[src/rtl/smb_regbank_pkg.sv]
package smb_regbank_pkg;

    localparam int REG_W       = 8;
    localparam int CNT_REG_IDX = 8;

    typedef enum logic [2:0] {
        PH_IDLE,
        PH_RX,
        PH_ACK,
        PH_TX,
        PH_HACK,
        PH_WAIT
    } phase_e;

    typedef enum logic [1:0] {
        ROLE_ADDR,
        ROLE_INDEX,
        ROLE_COUNT,
        ROLE_DATA
    } role_e;

    typedef struct packed {
        logic scl_rise;
        logic scl_fall;
        logic sda_hi;
        logic start;
        logic stop;
    } line_ev_t;

    // Power-up contents of each register slot.
    function automatic logic [REG_W-1:0] reg_reset_value(input int idx);
        case (idx)
            1, 2:    return 8'hFF;
            6:       return 8'h81;
            7:       return 8'h01;
            8:       return 8'h09;
            default: return 8'h00;
        endcase
    endfunction

    // Bits that keep their reset value no matter what the host writes.
    function automatic logic [REG_W-1:0] reg_ro_mask(input int idx);
        case (idx)
            6, 7:    return 8'hFF;
            14, 18:  return 8'h80;
            20:      return 8'hF0;
            default: return 8'h00;
        endcase
    endfunction

endpackage

[src/rtl/smb_line_sync.sv]
module smb_line_sync
    import smb_regbank_pkg::*;
#(
    parameter int SYNC_STAGES = 2
) (
    input  logic     clk,
    input  logic     rst,
    input  logic     scl_i,
    input  logic     sda_i,
    output line_ev_t ev
);
    localparam int DEPTH = SYNC_STAGES + 1;

    logic [DEPTH-1:0] scl_q;
    logic [DEPTH-1:0] sda_q;

    always_ff @(posedge clk) begin
        if (rst) begin
            scl_q <= '1;
            sda_q <= '1;
        end else begin
            scl_q <= {scl_q[DEPTH-2:0], scl_i};
            sda_q <= {sda_q[DEPTH-2:0], sda_i};
        end
    end

    logic scl_now, scl_prev, sda_now, sda_prev;

    always_comb begin
        scl_now     = scl_q[DEPTH-2];
        scl_prev    = scl_q[DEPTH-1];
        sda_now     = sda_q[DEPTH-2];
        sda_prev    = sda_q[DEPTH-1];
        ev.scl_rise = scl_now & ~scl_prev;
        ev.scl_fall = ~scl_now & scl_prev;
        ev.sda_hi   = sda_now;
        ev.start    = scl_now & scl_prev & ~sda_now & sda_prev;
        ev.stop     = scl_now & scl_prev & sda_now & ~sda_prev;
    end

endmodule

[src/rtl/smb_reg_file.sv]
module smb_reg_file
    import smb_regbank_pkg::*;
#(
    parameter int NUM_REGS = 22,
    parameter int IDX_W    = 8
) (
    input  logic                      clk,
    input  logic                      rst,
    input  logic                      wr_en,
    input  logic [IDX_W-1:0]          wr_idx,
    input  logic [REG_W-1:0]          wr_data,
    input  logic [IDX_W-1:0]          rd_idx,
    output logic [REG_W-1:0]          rd_data,
    output logic [NUM_REGS*REG_W-1:0] regs_o
);

    for (genvar g = 0; g < NUM_REGS; g++) begin : g_reg
        localparam logic [REG_W-1:0] RST_V = reg_reset_value(g);
        localparam logic [REG_W-1:0] RO_M  = reg_ro_mask(g);
        logic [REG_W-1:0] val_q;

        always_ff @(posedge clk) begin
            if (rst) begin
                val_q <= RST_V;
            end else if (wr_en && wr_idx == IDX_W'(g)) begin
                val_q <= (wr_data & ~RO_M) | (RST_V & RO_M);
            end
        end

        assign regs_o[g*REG_W +: REG_W] = val_q;
    end

    // Indices past the bank match nothing and read as zero.
    always_comb begin
        rd_data = '0;
        for (int i = 0; i < NUM_REGS; i++) begin
            if (rd_idx == IDX_W'(i)) rd_data = regs_o[i*REG_W +: REG_W];
        end
    end

endmodule

[src/rtl/smb_regbank.sv]
module smb_regbank
    import smb_regbank_pkg::*;
#(
    parameter int         NUM_REGS    = 22,
    parameter logic [6:0] DEV_ADDR    = 7'h69,
    parameter int         SYNC_STAGES = 2
) (
    input  logic                      clk,
    input  logic                      rst,
    input  logic                      scl_i,
    input  logic                      sda_i,
    output logic                      sda_drive_low_o,
    output logic [NUM_REGS*REG_W-1:0] regs_o
);
    localparam int IDX_W = REG_W;
    localparam int BIT_W = $clog2(REG_W + 1);
    localparam logic [BIT_W-1:0] FULL = BIT_W'(REG_W);

    line_ev_t         ev;
    phase_e           phase;
    role_e            role;
    logic [BIT_W-1:0] bitcnt;
    logic [REG_W-1:0] shreg;
    logic [IDX_W-1:0] idx;
    logic [REG_W-1:0] remain;
    logic             rd_mode;
    logic             host_ack;
    logic             ack_byte;
    logic             byte_end;
    logic             wr_en;
    logic [REG_W-1:0] rd_data;
    logic [REG_W-1:0] cnt_val;

    smb_line_sync #(.SYNC_STAGES(SYNC_STAGES)) u_sync (
        .clk   (clk),
        .rst   (rst),
        .scl_i (scl_i),
        .sda_i (sda_i),
        .ev    (ev)
    );

    smb_reg_file #(.NUM_REGS(NUM_REGS), .IDX_W(IDX_W)) u_regs (
        .clk     (clk),
        .rst     (rst),
        .wr_en   (wr_en),
        .wr_idx  (idx),
        .wr_data (shreg),
        .rd_idx  (idx),
        .rd_data (rd_data),
        .regs_o  (regs_o)
    );

    assign cnt_val = regs_o[CNT_REG_IDX*REG_W +: REG_W];

    // Decision taken on the SCL fall that closes a received byte.
    always_comb begin
        byte_end = (phase == PH_RX) && (bitcnt == FULL) && ev.scl_fall
                   && !ev.start && !ev.stop;
        case (role)
            ROLE_ADDR: ack_byte = (shreg[REG_W-1:1] == DEV_ADDR);
            ROLE_DATA: ack_byte = (remain != '0);
            default:   ack_byte = 1'b1;
        endcase
        wr_en = byte_end && (role == ROLE_DATA) && (remain != '0);
    end

    always_ff @(posedge clk) begin
        if (rst) begin
            phase           <= PH_IDLE;
            role            <= ROLE_ADDR;
            bitcnt          <= '0;
            shreg           <= '0;
            idx             <= '0;
            remain          <= '0;
            rd_mode         <= 1'b0;
            host_ack        <= 1'b0;
            sda_drive_low_o <= 1'b0;
        end else if (ev.start) begin
            phase           <= PH_RX;
            role            <= ROLE_ADDR;
            bitcnt          <= '0;
            remain          <= '0;
            sda_drive_low_o <= 1'b0;
        end else if (ev.stop) begin
            phase           <= PH_IDLE;
            bitcnt          <= '0;
            sda_drive_low_o <= 1'b0;
        end else begin
            case (phase)
                PH_RX: begin
                    if (ev.scl_rise && bitcnt != FULL) begin
                        shreg  <= {shreg[REG_W-2:0], ev.sda_hi};
                        bitcnt <= bitcnt + 1'b1;
                    end else if (byte_end) begin
                        bitcnt <= '0;
                        if (ack_byte) begin
                            phase           <= PH_ACK;
                            sda_drive_low_o <= 1'b1;
                            case (role)
                                ROLE_ADDR: begin
                                    rd_mode <= shreg[0];
                                    role    <= ROLE_INDEX;
                                end
                                ROLE_INDEX: begin
                                    idx  <= shreg;
                                    role <= ROLE_COUNT;
                                end
                                ROLE_COUNT: begin
                                    remain <= shreg;
                                    role   <= ROLE_DATA;
                                end
                                default: begin
                                    idx    <= idx + 1'b1;
                                    remain <= remain - 1'b1;
                                end
                            endcase
                        end else begin
                            phase           <= PH_WAIT;
                            sda_drive_low_o <= 1'b0;
                        end
                    end
                end
                PH_ACK: begin
                    if (ev.scl_fall) begin
                        bitcnt <= '0;
                        if (rd_mode) begin
                            phase           <= PH_TX;
                            shreg           <= cnt_val;
                            sda_drive_low_o <= ~cnt_val[REG_W-1];
                        end else begin
                            phase           <= PH_RX;
                            sda_drive_low_o <= 1'b0;
                        end
                    end
                end
                PH_TX: begin
                    if (ev.scl_rise) begin
                        bitcnt <= bitcnt + 1'b1;
                    end else if (ev.scl_fall) begin
                        if (bitcnt == FULL) begin
                            phase           <= PH_HACK;
                            sda_drive_low_o <= 1'b0;
                        end else begin
                            shreg           <= {shreg[REG_W-2:0], 1'b0};
                            sda_drive_low_o <= ~shreg[REG_W-2];
                        end
                    end
                end
                PH_HACK: begin
                    if (ev.scl_rise) begin
                        host_ack <= ~ev.sda_hi;
                    end else if (ev.scl_fall) begin
                        if (host_ack) begin
                            phase           <= PH_TX;
                            bitcnt          <= '0;
                            shreg           <= rd_data;
                            sda_drive_low_o <= ~rd_data[REG_W-1];
                            idx             <= idx + 1'b1;
                        end else begin
                            phase <= PH_WAIT;
                        end
                    end
                end
                default: ;
            endcase
        end
    end

endmodule

[config.mk]
export PLATFORM = sky130hd
export DESIGN_NAME = smb_regbank
export DESIGN_NICKNAME = d
export VERILOG_FILES = /design/src/rtl/smb_regbank_pkg.sv /design/src/rtl/smb_line_sync.sv /design/src/rtl/smb_reg_file.sv /design/src/rtl/smb_regbank.sv
export SDC_FILE = /design/constraint.sdc
export NUM_CORES = 1
export LEC_CHECK = 0
export BUFFER_PORTS_ARGS = -buffer_cell sky130_fd_sc_hd__clkbuf_2
export CAP_MARGIN = 20
export CORE_ASPECT_RATIO = 1.4
export CORE_MARGIN = 1.5
export CORE_UTILIZATION = 55
export CTS_CLUSTER_DIAMETER = 40
export DETAILED_ROUTE_END_ITERATION = 8
export GPL_TIMING_DRIVEN = 0
export PLACE_DENSITY = 0.88
export SYNTH_ARGS = -nofsm -noshare
export SYNTH_HDL_FRONTEND = slang
export SYNTH_HIERARCHICAL = 1
export SYNTH_SLANG_ARGS = --single-unit
[constraint.sdc]
create_clock -name clk -period 7.7 [get_ports clk]
set_input_delay 1.155 -clock clk [delete_from_list [all_inputs] [get_ports clk]]
set_output_delay 1.155 -clock clk [all_outputs]
set_load 0.03 [all_outputs]
Word-level counts from Yosys, hierarchy flattened
Index checks and enable logic that the tools add are counted.
{"block": "word_totals", "ff_bits": 196, "latch_bits": 0, "ram_bits": 0, "romBits": 0, "word_cells": 235, "memories": 0}
{"block": "op_classes", "n_addsub": 3, "n_mul": 0, "div": 0, "n_lt_le_gt_ge": 0, "n_eq_ne": 55, "n_shift": 0, "mux": 77, "n_bitwise": 18, "reduce_logical": 50}
{"operator": "two-way mux 8 bit", "n": 37}
{"operator": "equality test 8 x 4 -> 1 bit, second input constant", "n": 8}
{"operator": "equality test 8 x 5 -> 1 bit, second input constant", "n": 6}
{"operator": "one-hot mux 8 bit (2 select lines)", "n": 3}
{"operator": "!= test 4 bit, second input constant", "n": 9}
{"operator": "equality test 8 x 3 -> 1 bit, second input constant", "n": 4}
{"operator": "one-hot mux 8 bit (4 select lines)", "n": 1}
{"operator": "two-way mux 3 bit", "n": 10}
{"operator": "two-way mux 4 bit", "n": 7}
{"operator": "!= test 2 bit, second input constant", "n": 14}
{"operator": "logical AND 1 bit", "n": 27}
{"operator": "AND reduction 9 bit", "n": 3}
{"operator": "equality test 8 x 2 -> 1 bit, second input constant", "n": 2}
{"operator": "one-hot mux 4 bit (4 select lines)", "n": 1}
{"operator": "AND reduction 7 bit", "n": 2}
{"operator": "two-way mux 1 bit", "n": 13}
{"operator": "one-hot mux 3 bit (4 select lines)", "n": 1}
{"operator": "AND reduction 12 bit", "n": 1}
{"operator": "AND reduction 6 bit", "n": 2}
{"operator": "NOT 1 bit", "n": 11}
{"operator": "AND reduction 10 bit", "n": 1}
{"operator": "adder 8 x 1 -> 8 bit, second input constant", "n": 1}
{"operator": "equality test 8 x 1 -> 1 bit, second input constant", "n": 1}
{"operator": "logical NOT 8 bit", "n": 1}
{"operator": "other kinds (26)", "n": 37}

Depth between registers and ports, before layout
Gate-level depths: netlist of the first run.
{"block": "depth", "word_depth": 28, "ltp_mapped": 12, "ltp_nobuf": 10}

By module
Netlist of the first run, hierarchy kept.
{"mod": "smb_reg_file", "n_inst": 1, "cells_per_inst": 930, "area_each_um2": 7812.5, "seq_area_each_um2": 3083.0}
{"mod": "smb_regbank", "n_inst": 1, "cells_per_inst": 326, "area_each_um2": 2567.5, "seq_area_each_um2": 720.7}
{"mod": "smb_line_sync", "n_inst": 1, "cells_per_inst": 17, "area_each_um2": 197.7, "seq_area_each_um2": 120.1}

Least setup slack after synthesis of the first run
Ideal clock, no wire load.
{"block": "synth_path", "path_type": "reg2reg", "start": "register u_sync.scl_q[2]", "end": "register u_regs.g_reg[1].val_q[5]", "t_arrival_ns": 2.567, "setup_slack_ns": 5.014, "stages_incl_launch_ff": 11, "n_path_buf": 1, "synth_period_minus_slack_ns": 2.686, "path_cell_list": "dfxtp_1 > nor2b_1 > nor4b_4 > nand3_2 > nor2_1 > nor4b_4 > nand3b_2 > nor2_2 > buf_2 > nor2b_1 > a211o_1"}
{"element": "start, declared", "line": "smb_line_sync.sv:14", "rtl": "logic [DEPTH-1:0] scl_q;"}
{"element": "start signal, assigned", "line": "smb_line_sync.sv:22", "rtl": "scl_q <= {scl_q[DEPTH-2:0], scl_i};"}
{"element": "end signal, assigned", "line": "smb_reg_file.sv:26", "rtl": "val_q <= (wr_data & ~RO_M) | (RST_V & RO_M);"}
{"element": "end, declared", "line": "smb_reg_file.sv:20", "rtl": "logic [REG_W-1:0] val_q;"}

Final worst setup path of the first run
{"block": "layout_path", "start": "register idx[0]", "end": "register sda_drive_low_o"}
{"block": "layout_between", "elab_chain_len": 28}
{"element": "start, declared", "line": "smb_regbank.sv:24", "rtl": "logic [IDX_W-1:0] idx;"}
{"element": "start signal, assigned", "line": "smb_regbank.sv:105", "rtl": "idx <= shreg;"}
{"element": "start signal, assigned", "line": "smb_regbank.sv:113", "rtl": "idx <= idx + 1'b1;"}
{"element": "start signal, assigned", "line": "smb_regbank.sv:158", "rtl": "idx <= idx + 1'b1;"}
{"element": "logical NOT 8 bit", "line": "smb_reg_file.sv:37", "rtl": "if (rd_idx == IDX_W'(i)) rd_data = regs_o[i*REG_W +: REG_W];"}
{"element": "two-way mux 8 bit (21 in a row)", "line": "smb_reg_file.sv:37"}
{"element": "two-way mux 8 bit (*)", "line": "smb_reg_file.sv:37"}
{"element": "named net rd_data[7]", "line": "smb_regbank.sv:31", "rtl": "logic [REG_W-1:0] rd_data;"}
{"element": "NOT 1 bit (*)", "line": "smb_regbank.sv:157", "rtl": "sda_drive_low_o <= ~rd_data[REG_W-1];"}
{"element": "two-way mux 1 bit (*)", "line": "smb_regbank.sv:153", "rtl": "if (host_ack) begin"}
{"element": "two-way mux 1 bit (*)", "line": "smb_regbank.sv:152", "rtl": "end else if (ev.scl_fall) begin"}
{"element": "two-way mux 1 bit (*)", "line": "smb_regbank.sv:150", "rtl": "if (ev.scl_rise) begin"}
{"element": "one-hot mux 1 bit (4 select lines) (*)", "line": "smb_regbank.sv:89", "rtl": "case (phase)"}
{"element": "end signal, assigned", "line": "smb_regbank.sv:129", "rtl": "sda_drive_low_o <= ~cnt_val[REG_W-1];"}
{"element": "end signal, assigned", "line": "smb_regbank.sv:145", "rtl": "sda_drive_low_o <= ~shreg[REG_W-2];"}
{"element": "end signal, assigned", "line": "smb_regbank.sv:157"}
{"element": "end, declared", "line": "smb_regbank.sv:12", "rtl": "output logic sda_drive_low_o,"}
The timed path passes the listed nets; every way through them passes the cells marked *. The select of a mux whose other input is x is not followed.
A chain may end at the register's enable or synchronous reset.

==> out/results.txt, run 1 <==
Outcome: completed
Tcrit/Tclk final: 0.5288
Hold crit path type: register to register
Fin crit period: 4.072 ns
Routed Antenna Nets: 0
Number of port buffers: 158
Register Area: 0.003924 mm²
Relative slew margins: 0.2186
Row Count: 59
Peak supply drop: 0.1484 mV
Internal power: 1.559 mW
Post-synthesis cell type count: 89
Total gr overflow: 0
DR WL/cell: 25.81 µm
H-tree levels: 4
Setup violations, final: 0
Multi-input gate area: 0.006072 mm²
Vias/cell: 6.561
Die Span Y: 167.1 µm
Area Growth Syn to Fin: 16.69%
Final hold violation count: 0
Total CTS buffers: 17
Max Buffers Root-to-Sink: 2
Die width: 120.2 µm
Flop pwr share: 0.472
Final instance area: 0.01234 mm²
Pre-Repair DR Iteration Count: 7
F_max: 0.2456 GHz
Switching Fraction: 0.2903
CP peak stage delay: 1.01 ns
Post-cts resize count: 0
Critical path required time: 8.02 ns
Post-DP HPWL: 32580 µm
Root Driver: clkbuf_16
Total core area: 0.01875 mm²
Antenna violations before repair: 0
Vias in the first global route: 10820
Postcts setup bufs: 0
Synth async-reset ratio: 0
Antenna diodes: 0
Ys flop type: dfxtp_1
Routability congestion estimate: 1.075
Clock power frac: 0.415
Crit-path slowest cell: a2111oi_0
Cell Area, Synth: 0.01058 mm²
CP endpoint kind: register
Gr usage total: 0.4404
Post-synthesis sequential area ratio: 0.3709
Slew @ Worst Pin: 1.142 ns
CTS clk-pin slew, worst paths: 0.08 ns
Comb pwr share: 0.114
Largest net degree at the start of global routing: 20
Synth warn: 6
First-pass GRT wire length: 66340 µm
Critical Path Source Type: register
WHS: 0.4082 ns
Starting Density: 0.5641
Clock Skew: 0.01963 ns
Cell mode on critical path: a21oi_1
Layout cells sized above 1: 0.1970
Critical-path cell list: buf_2 -> clkbuf_1 -> nor3_1 -> a2111oi_0 -> a31oi_1 -> o21ai_0 -> a21o_1 -> a21oi_1 -> o2111ai_1 -> a21oi_1
Clock sinks: 196
TritonCTS clock tree: yes
RSZ-0062 raised after global routing: false
Crit Path Category: register to register
Max_cap viols: 0
DRC: 0
Clk_lat worst skew: 0.45 ns
Number of hold buffers added after cts: 0
Leak: 4.795 nW
Filler cells: 1583
Net switching power: 0.6379 mW
IO Count: 181
P per Cell Area: 178.0 mW/mm²
Post-route setup TNS: 0 ns
Pins Over Slew Limit: 0
Critical Path AT: 4.39 ns
Total Power: 2.197 mW
Initial DRC Count: 1407
DR vias: 11330
Commonest non-fill, non-tap cell in the layout: dfxtp_1
Routed WL: 44550 µm
Syn Inst Count: 1273
Number of synthesized flops with an enable pin: 0
Final nets: 1483
Crit Path Max Fanout: 10
Die ar.: 0.02008 mm²
Synthesis-stage register bit count: 196
Most frequent cells in the layout: dfxtp_1, clkbuf_2, nand2_1
Syn Area/Cell: 8.309 µm²
Dpl cell area: 0.01176 mm²
## synth_stat cells (17+ instances only)
master | n | share of area
dfxtp_1 | 196 | 0.37
nand2_1 | 130 | 0.046
nor2_1 | 125 | 0.044
a21oi_1 | 108 | 0.051
mux2i_1 | 98 | 0.093
clkbuf_1 | 68 | 0.024
nand3_1 | 62 | 0.029
o21ai_0 | 53 | 0.025
nor2b_1 | 36 | 0.021
buf_2 | 23 | 0.011
buf_4 | 23 | 0.016
nand2b_1 | 23 | 0.014
nor3_1 | 21 | 0.0099
a211o_1 | 20 | 0.017
inv_1 | 18 | 0.0064
o22ai_1 | 17 | 0.010
## area by class of cell
type	count	area share
plain buffers	127	0.04795
clock buffers	17	0.03447
clock inverters	14	0.01318
inverters	19	0.005778
multi-input cells	951	0.4919
flip-flops and latches	196	0.3179
well taps	244	0.02473
repair buffers	158	0.06406
## final timing paths
| check | slack (ns) | to | cells past startpoint | start |
|---|---|---|---|---|
| max | 3.63 | sda_drive_low_o$_SDFFE_PP0P_ | 10 | idx[0]$_SDFFE_PP0P_ |
| min | 0.41 | u_sync/sda_q[1]$_SDFF_PP1_ | 1 | u_sync/sda_q[0]$_SDFF_PP1_ |
| min reg2reg | 0.41 | u_sync/sda_q[1]$_SDFF_PP1_ | 1 | u_sync/sda_q[0]$_SDFF_PP1_ |
| max reg2reg | 3.63 | sda_drive_low_o$_SDFFE_PP0P_ | 10 | idx[0]$_SDFFE_PP0P_ |
## stage by stage
step	setup WS, ns	instances	util
after floorplan	5.014	1293	-
after global placement	3.959	1695	0.6266
after detailed placement	3.948	1695	0.6269
after CTS	3.922	1726	0.6583
after global routing	3.759	1726	0.6583
final	3.628	1726	0.6583
## cells by family (layout without fill, tap and decap cells)
group,Yosys count,count (layout),synth area share
AOI/OAI and AO/OA,327,327,0.2089
adders and majority gates,9,9,0.01065
buffers and inverters,146,335,0.06269
DFF,196,196,0.3709
muxes,118,118,0.1215
other,2,22,0.0007100
and+or+nand+nor,475,475,0.2246
## flip-flops by register name, summed over array words and instances (netlist names), 2 cells and up
signal / flops
u_sync/sda_q: 3
idx: 8
u_sync/scl_q: 3
u_regs/g.val_q: 154
remain: 8
role: 2
bitcnt: 4
phase: 3
shreg: 8
## power groups by stage
stage	combinational [mW]	sequential (mW)	clock, mW
6_report	0.249	1.04	0.911
5_1_grt	0.259	1.04	0.951
4_1_cts	0.237	1.04	0.909
3_5_place_dp	0.236	1.06	0
3_3_place_gp	0.234	1.06	0
2_1_floorplan	0.169	1.05	0
## layer usage
metal / wire [µm] / GRT usage / up-vias
li1: - / - / 4927
met1: 15140 / 0.4941 / 5294
met2: 20800 / 0.7190 / 875
met3: 4854 / 0.1051 / 229
met4: 3757 / 0.3276 / 0
met5: 0 / 0.005000 / -
## critical path, delay by kind of cell (launching register included)
family | cells | cell delay (ns)
and+or+nand+nor | 1 | 0.13
buffers and inverters | 2 | 1.06
AOI/OAI and AO/OA | 7 | 2.22
DFF | 1 | 0.54
(Power assumes the default switching activity.)
==> inputs of run 2 (changes only) <==
- clock period: 7.7 -> 3.94 ns (I/O delays scaled with it)
==> run 2 against run 1 <==
The run now ends with negative setup slack left. Final area is essentially flat. Register-to-register slack got worse by 3.8 ns. Fmax is 1.9% lower. Critical path depth is the same. Non-clock buffer count did not move. Sequential power grew 95%. First-iteration DRC count decreased by 0.78%. Hold slack worse by 0.087 ns. Power is 95% higher. Utilization about the same. Sequential share of layout area barely moved.
==> out/results.txt, run 2 (synthesis results as in run 1) <==
Die ar.: 0.02008 mm² (unchanged)
Most frequent cells in the layout: dfxtp_1, clkbuf_2, nand2_1
Crit-path slowest cell: a2111oi_0
Total core area: 0.01875 mm² (unchanged)
Critical Path AT: 4.47 ns (+0.08 ns)
Clock sinks: 196 (unchanged)
Routed met2 length: 20900 µm (+0.48%)
P per Cell Area: 347.5 mW/mm² (+95%)
Antenna violations before repair: 0 (unchanged)
R2r setup slk: -0.21 ns (-3.84 ns)
Core Util, Final: 0.6585 (about the same)
Failing checks: negative setup slack
F_max: 0.2409 GHz (-1.9%)
Vias in the first global route: 10820 (unchanged)
Routed Antenna Nets: 0 (unchanged)
Tcrit/Tclk final: 1.054 (+0.5249)
Pre-Repair DR Iteration Count: 7 (unchanged)
Critical Path Source Type: register
Net switching power: 1.244 mW (+95%)
Max Buffers Root-to-Sink: 2 (unchanged)
Layout cells sized above 1: 0.1977 (+0.0006748)
Die Span Y: 167.1 µm (unchanged)
Row Count: 59 (unchanged)
Switching Fraction: 0.2899 (-0.0004177)
Hold_sp: scl_i
Fin crit period: 4.152 ns (+0.08000 ns)
RSZ-0062 raised after global routing: false
Die width: 120.2 µm (unchanged)
Crit Path Category: register to register
DR vias: 11370 (+0.35%)
Crit Path Max Fanout: 10 (unchanged)
Clock Skew: 0.01909 ns (-0.0005396 ns)
Starting Density: 0.5641 (unchanged)
Final nets: 1483 (unchanged)
IO Count: 181 (unchanged)
Relative slew margins: 0.2056 (-0.01302)
Hold depth: 2 (+1)
Biggest register: u_regs/g.val_q
Critical-path cell list: buf_2 -> clkbuf_1 -> nor3_1 -> a2111oi_0 -> a31oi_1 -> o21ai_0 -> a21o_1 -> a21oi_1 -> o2111ai_1 -> a21oi_1
Outcome: finished with violations
Met3 Wirelength: 4761 µm (-1.9%)
Post-DP HPWL: 32580 µm (unchanged)
CTS clk-pin slew, worst paths: 0.08 ns (about the same)
Routed met1 length: 15150 µm (about the same)
Root Driver: clkbuf_16
DR WL/cell: 25.83 µm (about the same)
Final hold violation count: 0 (unchanged)
Gr usage total: 0.4404 (unchanged)
Register Area: 0.003924 mm² (unchanged)
Number of port buffers: 158 (unchanged)
Total gr overflow: 0 (unchanged)
Hold Path Sink: u_sync/scl_q[0]$_SDFF_PP1_
H-tree levels: 4 (unchanged)
Setup violations, final: 2 (+2)
R2r worst-path depth: 10 (unchanged)
Worst reg2reg path startpoint: idx[0]$_SDFFE_PP0P_
Worst R2R End: sda_drive_low_o$_SDFFE_PP0P_
Filler cells: 1585 (+0.13%)
Comb pwr share: 0.113 (about the same)
Leak: 4.797 nW (about the same)
TritonCTS clock tree: yes
CP endpoint kind: register
Pins Over Slew Limit: 0 (unchanged)
First-pass GRT wire length: 66340 µm (unchanged)
Initial DRC Count: 1396 (-0.78%)
Routed WL: 44610 µm (+0.15%)
Largest net degree at the start of global routing: 20 (unchanged)
Worst Slack Setup Final: -0.2118 ns (-3.840 ns)
Peak supply drop: 0.2906 mV (+96%)
Multi-input gate area: 0.006075 mm² (about the same)
Max reg flops: 154 (unchanged)
Slew @ Worst Pin: 1.162 ns (+0.01904 ns)
Total CTS buffers: 17 (unchanged)
Area Growth Syn to Fin: 16.74% (about the same)
Postcts setup bufs: 0 (unchanged)
Cell mode on critical path: a21oi_1
CP peak stage delay: 1.02 ns (about the same)
Internal power: 3.047 mW (+95%)
Max_cap viols: 0 (unchanged)
Clock power frac: 0.415 (about the same)
Routability congestion estimate: 1.075 (unchanged)
Hold crit path type: primary input to register
Flop pwr share: 0.472 (about the same)
Top sig layer: met4
Pre-CTS setup slack: 0.1879 ns (-3.760 ns)
Commonest non-fill, non-tap cell in the layout: dfxtp_1
DRC: 0 (unchanged)
Vias/cell: 6.581 (+0.30%)
Clk_lat worst skew: 0.45 ns (about the same)
Critical path required time: 4.26 ns (-3.76 ns)
## run 2: stage by stage
| stage | total power, mW | hold slack (ns) | std cells | area [µm²] | setup TNS (ns) |
|---|---|---|---|---|---|
| 2_1_floorplan | 2.389 | 0.3832 | 1293 | 10650 | 0 |
| 5_1_grt | 4.392 | 0.3204 | 1726 | 12350 | 0 |
| 3_5_place_dp | 2.531 | 0.3925 | 1695 | 11760 | 0 |
| 6_report | 4.291 | 0.3217 | 1727 | 12350 | -0.3926 |
| 4_1_cts | 4.262 | 0.3162 | 1726 | 12340 | 0 |
| 3_3_place_gp | 2.526 | 0.3863 | 1695 | 11750 | 0 |
## run 2: how the worst max path moves through the flow
stage                                          start                               endpoint  slack, ns
after floorplan           u_sync/scl_q[2]$_SDFF_PP1_  u_regs/g_reg[1].val_q[5]$_SDFFE_PP1P_       1.25
after global placement           idx[0]$_SDFFE_PP0P_           sda_drive_low_o$_SDFFE_PP0P_       0.20
after detailed placement         idx[0]$_SDFFE_PP0P_           sda_drive_low_o$_SDFFE_PP0P_       0.19
after CTS                        idx[0]$_SDFFE_PP0P_                  shreg[7]$_SDFFE_PP0P_       0.16
after global routing             idx[0]$_SDFFE_PP0P_           sda_drive_low_o$_SDFFE_PP0P_       0.03
final                            idx[0]$_SDFFE_PP0P_           sda_drive_low_o$_SDFFE_PP0P_      -0.21
## run 2: power groups by stage
stage | registers (mW) | clock network (mW) | logic (mW)
global placement | 2.07 | 0 | 0.457
floorplan | 2.06 | 0 | 0.331
detailed placement | 2.07 | 0 | 0.461
global route | 2.03 | 1.86 | 0.507
finish | 2.03 | 1.78 | 0.486
CTS | 2.02 | 1.78 | 0.463
## run 2: cell type report
type / count / area share
Antenna cell: 1 / 0.0002027
Buffer: 127 / 0.04793
Clock buffer: 17 / 0.03445
Clock inverter: 14 / 0.01317
Inverter: 19 / 0.005776
Multi-Input combinational cell: 951 / 0.4919
Sequential cell: 196 / 0.3178
Tap cell: 244 / 0.02472
Timing Repair Buffer: 158 / 0.06404
## run 2: timing repair
action                     in CTS  in global routing
setup endpoints to repair       0                  1
hold buffers                    0                  0
hold endpoints to repair        0                  0
gates resized for setup         0                  1
## run 2: worst max-delay path, delay by kind of cell (launching register included)
kind / cells / cell delay (ns)
AO/OA/AOI/OAI: 7 / 2.28
buffers and inverters: 2 / 1.06
flip-flops: 1 / 0.54
AND/OR/NAND/NOR: 1 / 0.13
## run 2: metal layers
metal / vias up / track usage
met3: 229 / 0.1051
met4: 0 / 0.3276
met2: 851 / 0.7190
met1: 5356 / 0.4941
li1: 4929 / -
met5: - / 0.005000
